## src/rtl/parity_guard_pkg.sv

```systemverilog
package parity_guard_pkg;

  // Width of one reduction lane in the parity tree.
  localparam int LANE_BITS = 8;

  // Sequencer for the parity-error line.
  typedef enum logic [1:0] {
    PERR_IDLE = 2'b00,  // line released
    PERR_LOW  = 2'b01,  // line driven low (error)
    PERR_HIGH = 2'b10   // line driven high before release
  } perr_state_e;

endpackage

```

## src/rtl/pg_xor_tree.sv

```systemverilog
module pg_xor_tree #(
  parameter int W      = 36,
  parameter int LANE_W = 8,
  localparam int LANES = (W + LANE_W - 1) / LANE_W,
  localparam int PAD_W = LANES * LANE_W
) (
  input  logic [W-1:0] vec_i,
  output logic         par_o
);

  logic [PAD_W-1:0] padded;
  logic [LANES-1:0] lane_par;

  always_comb begin
    padded          = '0;
    padded[W-1:0]   = vec_i;
  end

  // One XOR reduction per lane, then a reduction across lanes.
  for (genvar g = 0; g < LANES; g++) begin : g_lane
    assign lane_par[g] = ^padded[g*LANE_W +: LANE_W];
  end

  assign par_o = ^lane_par;

endmodule

```

## src/rtl/pg_role_decode.sv

```systemverilog
module pg_role_decode (
  input  logic xact_i,
  input  logic is_target_i,
  input  logic is_write_i,
  input  logic irdy_n_i,
  input  logic trdy_n_i,
  output logic drv_xfer_o,
  output logic rcv_xfer_o
);

  logic xfer;
  logic drives;

  always_comb begin
    // Data moves only when both ready lines are low.
    xfer   = xact_i & ~irdy_n_i & ~trdy_n_i;
    // Initiator on a write, or target on a read, supplies the data.
    drives = is_target_i ^ is_write_i;
    drv_xfer_o = xfer &  drives;
    rcv_xfer_o = xfer & ~drives;
  end

endmodule

```

## src/rtl/pg_par_driver.sv

```systemverilog
module pg_par_driver (
  input  logic clk,
  input  logic rst_n,
  input  logic load_i,
  input  logic sum_par_i,
  input  logic inj_i,
  output logic par_o,
  output logic par_oe_o
);

  logic par_d, par_q;
  logic oe_d, oe_q;

  always_comb begin
    par_d = sum_par_i ^ inj_i;
    oe_d  = load_i;
  end

  always_ff @(posedge clk or negedge rst_n) begin
    if (!rst_n) begin
      par_q <= 1'b0;
      oe_q  <= 1'b0;
    end else begin
      oe_q <= oe_d;
      if (load_i) begin
        par_q <= par_d;
      end
    end
  end

  assign par_o    = par_q;
  assign par_oe_o = oe_q;

endmodule

```

## src/rtl/pg_perr_check.sv

```systemverilog
module pg_perr_check
  import parity_guard_pkg::*;
(
  input  logic clk,
  input  logic rst_n,
  input  logic arm_i,
  input  logic sum_par_i,
  input  logic par_i,
  input  logic en_i,
  output logic perr_n_o,
  output logic perr_oe_o,
  output logic seen_o
);

  logic        pend_q;
  logic        exp_q;
  logic        seen_d, seen_q;
  logic        mism;
  logic        report;
  perr_state_e st_d, st_q;

  always_comb begin
    // Parity bit arrives one edge after the data it covers.
    mism   = pend_q & (par_i != exp_q);
    report = mism & en_i;
    seen_d = seen_q | mism;
    unique case (st_q)
      PERR_IDLE: st_d = report ? PERR_LOW : PERR_IDLE;
      PERR_LOW:  st_d = report ? PERR_LOW : PERR_HIGH;
      PERR_HIGH: st_d = report ? PERR_LOW : PERR_IDLE;
      default:   st_d = PERR_IDLE;
    endcase
  end

  always_ff @(posedge clk or negedge rst_n) begin
    if (!rst_n) begin
      pend_q <= 1'b0;
      exp_q  <= 1'b0;
      seen_q <= 1'b0;
      st_q   <= PERR_IDLE;
    end else begin
      pend_q <= arm_i;
      if (arm_i) begin
        exp_q <= sum_par_i;
      end
      seen_q <= seen_d;
      st_q   <= st_d;
    end
  end

  assign perr_n_o  = (st_q != PERR_LOW);
  assign perr_oe_o = (st_q != PERR_IDLE);
  assign seen_o    = seen_q;

endmodule

```

## src/rtl/parity_guard.sv

```systemverilog
module parity_guard
  import parity_guard_pkg::*;
#(
  parameter int  DATA_W = 32,
  localparam int BE_W   = DATA_W / 8,
  localparam int SUM_W  = DATA_W + BE_W
) (
  input  logic              clk,
  input  logic              rst_n,
  input  logic              xact_i,
  input  logic              is_target_i,
  input  logic              is_write_i,
  input  logic              irdy_n_i,
  input  logic              trdy_n_i,
  input  logic [DATA_W-1:0] ad_i,
  input  logic [BE_W-1:0]   cbe_n_i,
  input  logic              par_i,
  input  logic              perr_en_i,
  input  logic              inj_par_err_i,
  output logic              par_o,
  output logic              par_oe_o,
  output logic              perr_n_o,
  output logic              perr_oe_o,
  output logic              par_err_seen_o
);

  logic drv_xfer;
  logic rcv_xfer;
  logic sum_par;

  pg_role_decode u_role (
    .xact_i      (xact_i),
    .is_target_i (is_target_i),
    .is_write_i  (is_write_i),
    .irdy_n_i    (irdy_n_i),
    .trdy_n_i    (trdy_n_i),
    .drv_xfer_o  (drv_xfer),
    .rcv_xfer_o  (rcv_xfer)
  );

  pg_xor_tree #(
    .W      (SUM_W),
    .LANE_W (LANE_BITS)
  ) u_tree (
    .vec_i ({cbe_n_i, ad_i}),
    .par_o (sum_par)
  );

  pg_par_driver u_drv (
    .clk       (clk),
    .rst_n     (rst_n),
    .load_i    (drv_xfer),
    .sum_par_i (sum_par),
    .inj_i     (inj_par_err_i),
    .par_o     (par_o),
    .par_oe_o  (par_oe_o)
  );

  pg_perr_check u_chk (
    .clk       (clk),
    .rst_n     (rst_n),
    .arm_i     (rcv_xfer),
    .sum_par_i (sum_par),
    .par_i     (par_i),
    .en_i      (perr_en_i),
    .perr_n_o  (perr_n_o),
    .perr_oe_o (perr_oe_o),
    .seen_o    (par_err_seen_o)
  );

endmodule

```

## config.mk

```make
export PLATFORM = sky130hd
export DESIGN_NAME = parity_guard
export DESIGN_NICKNAME = d
export VERILOG_FILES = /design/src/rtl/parity_guard_pkg.sv /design/src/rtl/pg_xor_tree.sv /design/src/rtl/pg_role_decode.sv /design/src/rtl/pg_par_driver.sv /design/src/rtl/pg_perr_check.sv /design/src/rtl/parity_guard.sv
export SDC_FILE = /design/constraint.sdc
export NUM_CORES = 1
export LEC_CHECK = 0
export CORE_AREA = 2 2 53 45
export DETAILED_ROUTE_END_ITERATION = 10
export DIE_AREA = 0 0 55 47
export GPL_TIMING_DRIVEN = 0
export PLACE_DENSITY = 0.73
export REMOVE_ABC_BUFFERS = 1
export SLEW_MARGIN = 15
export SYNTH_ARGS = -nofsm -noshare
export SYNTH_HDL_FRONTEND = slang
export SYNTH_SLANG_ARGS = --single-unit
```

## constraint.sdc

```tcl
create_clock -name clk -period 0.95 [get_ports clk]
set_input_delay 0.095 -clock clk [delete_from_list [all_inputs] [get_ports clk]]
set_output_delay 0.095 -clock clk [all_outputs]
set_load 0.02 [all_outputs]
```

# Word level (Yosys, flattened, before mapping)
# Index checks and enable logic that the tools add are counted.
# totals
regBits	7
mem_bits_rw	0
n_memories	0
word_cells	34
latchBits	0
mem_bits_ro	0
# classes
n_shift	0
reduce_logical	9
eq_ne	4
n_mul	0
addsub	0
muxes	3
n_div	0
magnitude_cmp	0
bitwise	12
# ops
cell	count
8-bit parity	5
1-bit AND	6
5-bit parity	1
2-bit case mux with 2 select lines	1
1-bit inverter	3
2-bit by 1-bit == test with 1-bit output (second input constant)	1
2-bit == test (second input constant)	1
2-bit logical NOT	1
2-bit two-way mux	1
2-bit by 1-bit inequality test with 1-bit output (second input constant)	1
2-bit nonzero test	1
2-bit OR reduction	1
1-bit bitwise XOR	2
1-bit two-way mux	1
1-bit inequality test	1
1-bit OR	1

# Logic depth before layout (Yosys ltp)
# Gate-level depths: netlist of the first run.
# depth
ltp_word	5
ltp_mapped	6

# By module
# A second synthesis of the first run with hierarchy kept.
# hier_totals
hier_cells	56
area_unflattened_um2	591.8
# by_module_without_submodules
mod	area_per_inst_um2	n_inst	cells_each
pg_xor_tree	311.5	1	34
pg_perr_check	183.9	1	13
pg_par_driver	67.6	1	5
pg_role_decode	28.8	1	4

# Least setup slack after synthesis of the first run
# Ideal clock, no wire load.
# synth_path
path_kind	in2reg
startpoint	in ad_i[30]
endpoint	reg u_drv.par_q (netlist: u_drv.par_o)
arrival_ns	1.582
cell_stages	6
setup_ns	0.125
path_buffers	0
setup_slack_ns	-0.757
t_required_ns	0.825
cell_sequence	xor2_1 -> xnor2_1 -> xnor2_1 -> xnor3_2 -> xnor3_1 -> mux2_4
# synth_via
elab_chain_len	3
# synth_lines
item	line_no	source
from (decl)	parity_guard.sv:15	input logic [DATA_W-1:0] ad_i,
8-bit parity	pg_xor_tree.sv:21	assign lane_par[g] = ^padded[g*LANE_W +: LANE_W];
5-bit parity	pg_xor_tree.sv:24	assign par_o = ^lane_par;
1-bit bitwise XOR	pg_par_driver.sv:15	par_d = sum_par_i ^ inj_i;
to (signal assigned)	pg_par_driver.sv:26	par_q <= par_d;
to (decl)	pg_par_driver.sv:11	logic par_d, par_q;
# Every way passes these cells.
# A chain may end at the register's enable or synchronous reset.

# Worst setup path in the final report of the first run
# layout_path
startpoint	in ad_i[30]
endpoint	reg u_chk.exp_q
# layout_via
elab_chain_len	2
# layout_lines
item	line_no	source
8-bit parity	pg_xor_tree.sv:21	
5-bit parity	pg_xor_tree.sv:24	
to (signal assigned)	pg_perr_check.sv:44	exp_q <= sum_par_i;
to (decl)	pg_perr_check.sv:16	logic exp_q;
# Every way passes these cells.

==> impl_metrics.yaml, run 1 <==
timing:
  fmax_mhz: 653.9
  finalCritPeriodShare: 1.610
  setup_slack_ns: -0.5793
  rsz0062_at_grt: "yes"
  setup_viol: 4
  hold_viol: 0
  relSlewSlack: 0.7928
  worstMarginPinSlew_ns: 0.3099
  period_needed_ns: 1.529
  slew_violations: 0
  worst_clock_skew_ns: 0.003595
  tns_ns: -1.358
yosys:
  synth-edff-count: 0
  synth_top_area_frac: 0.4321
  yosys-top-cells-count: "xnor2_1 (30), dfrtp_1 (7), xor2_1 (5)"
  yosysWarnings: 0
  synth.distinct_cells: 16
  yosysMostFrequentCell: "xnor2_1"
  syn_area_per_cell_sq_um: 10.86
  yosysTopAreaCell: "xnor2_1"
  ys_seq_elements: 7
  synth_area_sq_um: 608.1
  ys_seq_area_frac: 0.2881
  synthArstFlopShare: 1.000
  ys.flop_type: "dfrtp_1"
  synthTopCellsByArea: "xnor2_1 (43%), dfrtp_1 (29%), xor2_1 (7.2%)"
  synth_cells: 56
worst_setup_path:
  cp_data_required_time_ns: 1.07
  cp-end-kind: "flip-flop"
  crit_path_start_kind: "input port"
  critPathMaxFanout: 2
  cp.arrival_ns: 1.65
  path_class: "input port to flip-flop"
floorplanning:
  io_pins: 51
  num_rows: 15
  core_area_sq_um: 2064
  die_x_um: 55
  start_util: 0.2945
  die-area_sq_um: 2585
  die_height_um: 47
global_route:
  antenna_found_initial: 0
  grt_pass1_wl_mm: 2.332
  first_global_vias: 618
  grtUsageTotal: 0.1264
  grt_max_degree: 8
  grt_overflow: 0
placement:
  place_congestion: 0.6198
  port_buffers: 50
finish:
  nets: 163
  area_growth_pct: 108.6
  antenna_cells: 0
  drive_gt1_frac: 0.5000
  nFillCells: 187
clocking:
  cts_root_buf: "clkbuf_4"
  clkSinkCount: 7
  htreeDepth: 1
  clk_pin_slew_ns: 0.05
  clk_path_buf_depth: 2
  cts_buffers: 3
  tritoncts: "built"
  clock_latency_ns: 0.24
drt:
  drtAntennaViolNets: 0
  drc: 0
  first_pass_iters: 4
  wl_per_cell_um: 10.57
  drt-vias-per-instance: 4.191
  wl_mm: 1.491
  num_vias: 591
  dr.first_iter.drc_count: 4
status:
  status: "finished with violations"
  violations: "setup timing"
power_and_ir_drop:
  pwr_density_cell_nw_per_um2: 1618
  p_leak_nw: 0.6056
  vdd_drop_max_mv: 0.8584
  fin_total_pwr_mw: 2.052
hold_path:
  worstHoldPathType: "input port to asynchronous set/reset pin"
job:
  maxCapViolCount: 0
-- worst max-delay path: stages --
cell     delay, ns
buf_6         0.09
xor2_1        0.16
xnor2_1       0.18
xnor2_1       0.15
xnor3_2       0.47
buf_6         0.13
xnor2_2       0.12
mux2_4        0.26
-- cells by family (layout without fill, tap and decap cells) --
| logic type | Yosys count | in the layout | synth area share |
|---|---|---|---|
| xor+xnor | 37 | 37 | 0.5802 |
| mux | 2 | 2 | 0.04320 |
| simple gates | 7 | 7 | 0.05762 |
| buf+inv | 0 | 60 | 0 |
| flops | 7 | 7 | 0.2881 |
| compound gates | 3 | 3 | 0.03087 |
-- layer usage --
layer / global-route usage / up-vias / part of all wire
met1: 0.1142 / 262 / 0.32
met2: 0.2690 / 29 / 0.60
met5: 0 / - / 0
li1: - / 298 / -
met4: 0.02927 / 0 / 0.012
met3: 0.03822 / 2 / 0.071
-- timing repair --
item	CTS	global route
gates resized for setup	130	31
endpoints found under the setup margin	7	5
pin swaps	35	9
cloned	0	0
setup buffers	4	2
hold buffers	0	0
endpoints found under the hold margin	0	0
-- power by group --
group	total (mW)	internal, mW	switching [mW]
clock network	0.257	0.159	0.0975
logic	1.38	0.902	0.477
registers	0.417	0.367	0.0493
-- layout by cell type (no fill, tap or decap), types with 2 or more instances in the layout --
master           synthesis  layout
xor2_1                   5       4
dlygate4sd2_1            0       4
clkdlybuf4s15_1          0       8
clkdlybuf4s50_1          0       9
buf_4                    0       4
clkbuf_4                 0       3
nor2_1                   2       2
mux2_4                   1       2
xnor2_1                 30      16
dfrtp_1                  7       7
buf_6                    0      12
buf_2                    0      15
clkbuf_2                 0       4
xnor2_2                  0      13
-- cell type report --
type	count	area [sq um]	share of cell area
Multi-Input combinational cell	49	570.5	0.4497
Timing Repair Buffer	56	465.4	0.3669
Sequential cell	7	175.2	0.1381
Tap cell	25	31.28	0.02465
Clock buffer	4	26.28	0.02071
-- through the flow --
stage	util	setup slack [ns]	hold WS [ns]	area (sq um)	cells
global placement	0.5521	-1.311	0.3668	1140	131
finish	0.6145	-0.5793	0.1061	1269	141
floorplan	-	-0.7571	-0.2006	608.1	56
global route	0.6145	-0.6293	0.1248	1269	141
CTS	0.5721	-0.5590	0.1093	1181	139
detailed placement	0.5521	-1.333	0.3720	1140	131
-- sequential cells by signal (all words and copies together) (netlist names) --
name,count
u_drv.par_oe_o,1
u_chk.exp_q,1
u_chk.seen_o,1
u_chk.pend_q,1
u_chk.st_q,2
u_drv.par_o,1
-- path summary, 6_finish.rpt --
kind                       slack [ns]  cells after the start                    start                      end
setup / recovery                -0.58                      8                 ad_i[30]  u_chk.exp_q$_DFFE_PN0P_
hold / removal                   0.11                      1                    rst_n  u_chk.st_q[0]$_DFF_PN0_
setup reg to reg                 0.06                      3  u_chk.exp_q$_DFFE_PN0P_  u_chk.st_q[0]$_DFF_PN0_
hold reg to reg                  0.46                      1   u_chk.seen_o$_DFF_PN0_   u_chk.seen_o$_DFF_PN0_
max in group asynchronous        0.61                      1                    rst_n   u_chk.pend_q$_DFF_PN0_
min in group clk                 0.44                      3                perr_en_i  u_chk.st_q[0]$_DFF_PN0_
No activity file was read; power rests on OpenSTA's default activity.
==> run 2: changes to the inputs <==
REMOVE_ABC_BUFFERS = unset   (was 1)
TNS_END_PERCENT = 100   (was unset)
==> run 2 against run 1 <==
The flow still finishes with violations (setup timing). Critical path depth stayed put. Worst hold slack better by 0.0026 ns. Global-route usage increased by 0.68 points. Core utilization is 0.48 points lower. Non-clock buffer count increased by 1. Sequential share of layout area is 0.11 points higher. Critical path type unchanged. First-iteration DRC count shrank 75%. Clock power is 4% higher. Critical endpoint unchanged. Largest cell class unchanged.
==> impl_metrics.yaml, run 2 (same netlist as run 1, synthesis figures left out) <==
timing:
  setup_viol: 4
  relSlewSlack: 0.7819
  worst_clock_skew_ns: 0.0007436
  slew_violations: 0
  fmax_mhz: 654.5
  finalCritPeriodShare: 1.608
  hold_viol: 0
  worstMarginPinSlew_ns: 0.3262
  rsz0062_at_grt: "yes"
  setup_slack_ns: -0.5779
  period_needed_ns: 1.528
  tns_ns: -1.356
  hold-worst-slack_ns: 0.1087
floorplanning:
  die_x_um: 55
  die-area_sq_um: 2585
  core_area_sq_um: 2064
  io_pins: 51
  num_rows: 15
  die_height_um: 47
  start_util: 0.2945
finish:
  final_cell_mix: "xnor2_1 (16), xnor2_2 (14), buf_2 (14)"
  nFillCells: 189
  area_growth_pct: 107.0
  final_cell_area_sq_um: 1259
  layout_commonest_cell: "xnor2_1"
  drive_gt1_frac: 0.5556
  nets: 164
  multi_input_area_sq_um: 574.3
  largest_register: "u_chk.st_q"
  post-route-util: 0.6097
  antenna_cells: 0
  largest_reg_flops: 2
  seq_area_sq_um: 175.2
drt:
  dr.first_iter.drc_count: 1
  first_pass_iters: 3
  wl_mm: 1.632
  wl_per_cell_um: 11.49
  drt-vias-per-instance: 4.190
  num_vias: 595
  drtAntennaViolNets: 0
  drc: 0
placement:
  place_congestion: 0.6189
  dpl-instance-area_sq_um: 1147
  dpl.hpwl_mm: 1.263
  dp_slack_ns: -1.165
  port_buffers: 50
power_and_ir_drop:
  switchingPower_mw: 0.6376
  vdd_drop_max_mv: 0.9195
  clockPowerShare: 0.130
  p_int_mw: 1.417
  switching_share: 0.3103
  p_leak_nw: 0.6356
  seqPwrFrac: 0.202
  combPwrFrac: 0.668
  pwr_density_cell_nw_per_um2: 1633
worst_setup_path:
  rrSetupSlack_ns: 0.03
  cp_data_required_time_ns: 1.08
  regToRegEndpoint: "u_chk.exp_q$_DFFE_PN0P_"
  cp.arrival_ns: 1.66
  crit_path_start_kind: "input port"
  cp-end-kind: "flip-flop"
  crit_path_start: "ad_i[8]"
  critPathMaxFanout: 2
  r2r-start: "u_chk.exp_q$_DFFE_PN0P_"
  path_class: "input port to flip-flop"
  rr_worst_depth: 2
global_route:
  grtUsageTotal: 0.1332
  grt_overflow: 0
  grt_pass1_wl_mm: 2.408
  grt_max_degree: 8
  first_global_vias: 619
  antenna_found_initial: 0
clocking:
  clkSinkCount: 7
  clock_latency_ns: 0.25
  tritoncts: "built"
  htreeDepth: 1
  clk_pin_slew_ns: 0.05
  cts_root_buf: "clkbuf_4"
  cts_buffers: 3
  ctsHoldBuffers: 0
  clk_path_buf_depth: 2
job:
  maxCapViolCount: 0
yosys:
  synth_fp_nets: 102
hold_path:
  worstHoldPathType: "input port to asynchronous set/reset pin"
status:
  status: "finished with violations"
  violations: "setup timing"
[run 2: cell types whose count changed in the layout (fill, tap and decap cells not counted), moves of 2 or more]
cell,previous run,this run
xor2_2,1,3
buf_6,12,9
dlymetal6s2s_1,0,4
xor2_1,4,2
dlygate4sd2_1,4,0
clkdlybuf4s15_1,8,4
buf_4,4,6
clkbuf_2,4,11
[run 2: timing repair]
item,in CTS,in global routing
pin swaps,30,22
setup endpoints to repair,8,5
buffers inserted,3,4
resized for setup,113,44
[run 2: worst max path at each step]
stage / to
after floorplan: u_drv.par_o$_DFFE_PN0P_
after global placement: u_drv.par_o$_DFFE_PN0P_
after detailed placement: u_drv.par_o$_DFFE_PN0P_
after CTS: u_drv.par_o$_DFFE_PN0P_
after global routing: u_chk.exp_q$_DFFE_PN0P_
final: u_chk.exp_q$_DFFE_PN0P_
[run 2: power groups by stage]
stage          combinational, mW  sequential, mW  clock [mW]
3_5_place_dp                1.07           0.413           0
4_1_cts                     1.21           0.415       0.269
6_report                    1.37           0.414       0.268
2_1_floorplan              0.651           0.459           0
3_3_place_gp                1.05           0.411           0
5_1_grt                     1.47           0.425       0.294
[run 2: through the flow]
stage	power, mW	std cells
2_1_floorplan	1.109	56
3_3_place_gp	1.464	131
3_5_place_dp	1.487	131
4_1_cts	1.890	138
5_1_grt	2.186	142
6_report	2.055	142
[run 2: metal layers]
layer | track usage | vias up | routed length [um]
met5 | 0 | - | 0
met4 | 0.01463 | 0 | 0
met3 | 0.04459 | 0 | 112
met2 | 0.2810 | 27 | 950
met1 | 0.1262 | 268 | 569
li1 | - | 300 | -
[run 2: worst max-delay path: stages]
cell and delay (ns):
buf_6 0.10, xor2_2 0.16, xnor2_1 0.17, xnor2_1 0.15, xnor3_2 0.48, buf_6 0.14
xnor2_2 0.11, mux2_4 0.25
[run 2: layout make-up]
cell class | count | area share
tap | 25 | 0.02485
timing repair buffer | 57 | 0.3588
multi-input combinational | 49 | 0.4563
sequential | 7 | 0.1392
clock buffer | 4 | 0.02087
==> run 3: changes to the inputs <==
RECOVER_POWER = 50   (was unset)
SETUP_SLACK_MARGIN = 0.15   (was unset)
==> run 3 against run 2 <==
The flow still finishes with violations (setup timing). Core utilization up 5.0 points. Design area up 8.2%. First-iteration DRC count increased to 5.0 times the previous value. Worst hold slack improved by 0.072 ns. Cell count stayed put.
==> impl_metrics.yaml, run 3 (same netlist as run 1, synthesis figures left out) <==
timing:
  slew_violations: 0
  relSlewSlack: 0.7769
  setup_viol: 4
  worstMarginPinSlew_ns: 0.3335
  hold_viol: 0
  period_needed_ns: 1.502
  rsz0062_at_grt: "yes"
  finalCritPeriodShare: 1.581
  fmax_mhz: 665.8
  worst_clock_skew_ns: 0.002535
  setup_slack_ns: -0.5519
floorplanning:
  die_x_um: 55
  core_area_sq_um: 2064
  num_rows: 15
  die-area_sq_um: 2585
  start_util: 0.2945
  io_pins: 51
  die_height_um: 47
finish:
  final_cell_mix: "buf_6 (20), xnor2_1 (15), xnor2_2 (14)"
  nFillCells: 191
  largest_register: "u_chk.st_q"
  antenna_cells: 0
  multi_input_area_sq_um: 585.6
  drive_gt1_frac: 0.5299
  seq_area_sq_um: 175.2
  nets: 164
  largest_reg_flops: 2
  area_growth_pct: 123.9
  layout_commonest_cell: "buf_6"
worst_setup_path:
  slowest_delay_ns: 0.47
  cp-end-kind: "flip-flop"
  cp_data_required_time_ns: 1.08
  path_class: "input port to flip-flop"
  path_cells: "buf_6, xor2_2, xnor2_2, xnor2_1, xnor3_2, buf_6, xnor2_2, mux2_4"
  crit_path_start_kind: "input port"
  critPathMaxFanout: 2
  critical_path.slowest_cell: "xnor3_2"
  cp.arrival_ns: 1.63
drt:
  wl_mm: 1.640
  num_vias: 602
  drtAntennaViolNets: 0
  wl_per_cell_um: 11.55
  dr.first_iter.drc_count: 5
  first_pass_iters: 4
  drc: 0
  drt-vias-per-instance: 4.239
global_route:
  antenna_found_initial: 0
  grt_pass1_wl_mm: 2.201
  grtUsageTotal: 0.1217
  first_global_vias: 589
  grt_overflow: 0
  grt_max_degree: 8
status:
  status: "finished with violations"
  violations: "setup timing"
power_and_ir_drop:
  switching_share: 0.3040
  clockPowerShare: 0.127
  p_leak_nw: 0.7125
  pwr_density_cell_nw_per_um2: 1545
  p_int_mw: 1.464
  switchingPower_mw: 0.6396
  seqPwrFrac: 0.202
  combPwrFrac: 0.671
  vdd_drop_max_mv: 0.8552
  fin_total_pwr_mw: 2.104
clocking:
  cts_buffers: 3
  clk_path_buf_depth: 2
  clkSinkCount: 7
  ctsHoldBuffers: 0
  htreeDepth: 1
  clock_latency_ns: 0.25
  cts_root_buf: "clkbuf_4"
  clk_pin_slew_ns: 0.05
  tritoncts: "built"
placement:
  place_congestion: 0.6083
  dp_slack_ns: -1.160
  dpl.hpwl_mm: 1.252
  port_buffers: 50
yosys:
  synth_fp_nets: 102
job:
  maxCapViolCount: 0
hold_path:
  worstHoldPathType: "input port to asynchronous set/reset pin"
-- run 3: cell count changes in the layout (fill, tap and decap cells not counted) --
cell / change
buf_6: +11
clkbuf_2: -7
dlymetal6s2s_1: +6
xnor2_1: -1
buf_4: -3
xnor2_4: +1
clkdlybuf4s15_1: -3
xor2_2: -1
dlygate4sd3_1: +1
xor2_1: +1
clkdlybuf4s50_1: -1
buf_2: -4
-- run 3: what timing repair did --
item                                    4_1_cts  5_1_grt
gates resized for setup                     117       49
endpoints found under the setup margin       10       10
pin swaps                                    27       22
setup buffers                                 5        2
-- run 3: final timing paths --
path / endpoint / slack, ns / depth (start not counted) / from
max: u_chk.exp_q$_DFFE_PN0P_ / -0.55 / 8 / ad_i[8]
max in group asynchronous: u_drv.par_o$_DFFE_PN0P_ / 0.52 / 1 / rst_n
min in group clk: u_drv.par_oe_o$_DFF_PN0_ / 0.42 / 3 / xact_i
min reg2reg: u_chk.st_q[1]$_DFF_PN0_ / 0.47 / 1 / u_chk.pend_q$_DFF_PN0_
max reg2reg: u_chk.st_q[1]$_DFF_PN0_ / 0.08 / 4 / u_chk.st_q[0]$_DFF_PN0_
min: u_chk.st_q[0]$_DFF_PN0_ / 0.18 / 1 / rst_n
-- run 3: final cells by class --
class                           count  area share
Multi-Input combinational cell     49      0.4301
Timing Repair Buffer               57      0.3989
Sequential cell                     7      0.1287
Clock buffer                        4     0.01930
Tap cell                           25     0.02298
-- run 3: worst max-delay path, delay by kind of cell --
family	cells	cell delay (ns)
xor gates and xnor gates	5	1.05
muxes	1	0.26
buffers and inverters	2	0.23
-- run 3: metal layers --
layer  global-route usage  vias up  routed length (um)
li1                     -      298                   -
met1               0.1063      279                 537
met2               0.2738       25                 992
met3              0.02229        0                 110
met4              0.02927        0                   0
met5                    0        -                   0
-- run 3: stage by stage --
stage	std cells	instance area [sq um]	setup TNS [ns]	hold WS, ns	utilization
floorplan	56	625.6	-1.108	-0.2006	-
global placement	131	1157	-3.302	0.3684	0.5606
detailed placement	131	1157	-3.406	0.3795	0.5606
CTS	140	1250	-1.610	0.1134	0.6055
global route	142	1361	-1.593	0.2013	0.6594
finish	142	1361	-1.410	0.1803	0.6594
-- run 3: power groups by stage --
| stage | registers (mW) | logic, mW | clock network, mW |
|---|---|---|---|
| 2_1_floorplan | 0.459 | 0.653 | 0 |
| 3_3_place_gp | 0.411 | 1.06 | 0 |
| 3_5_place_dp | 0.414 | 1.08 | 0 |
| 4_1_cts | 0.422 | 1.27 | 0.282 |
| 5_1_grt | 0.432 | 1.52 | 0.298 |
| 6_report | 0.425 | 1.41 | 0.268 |
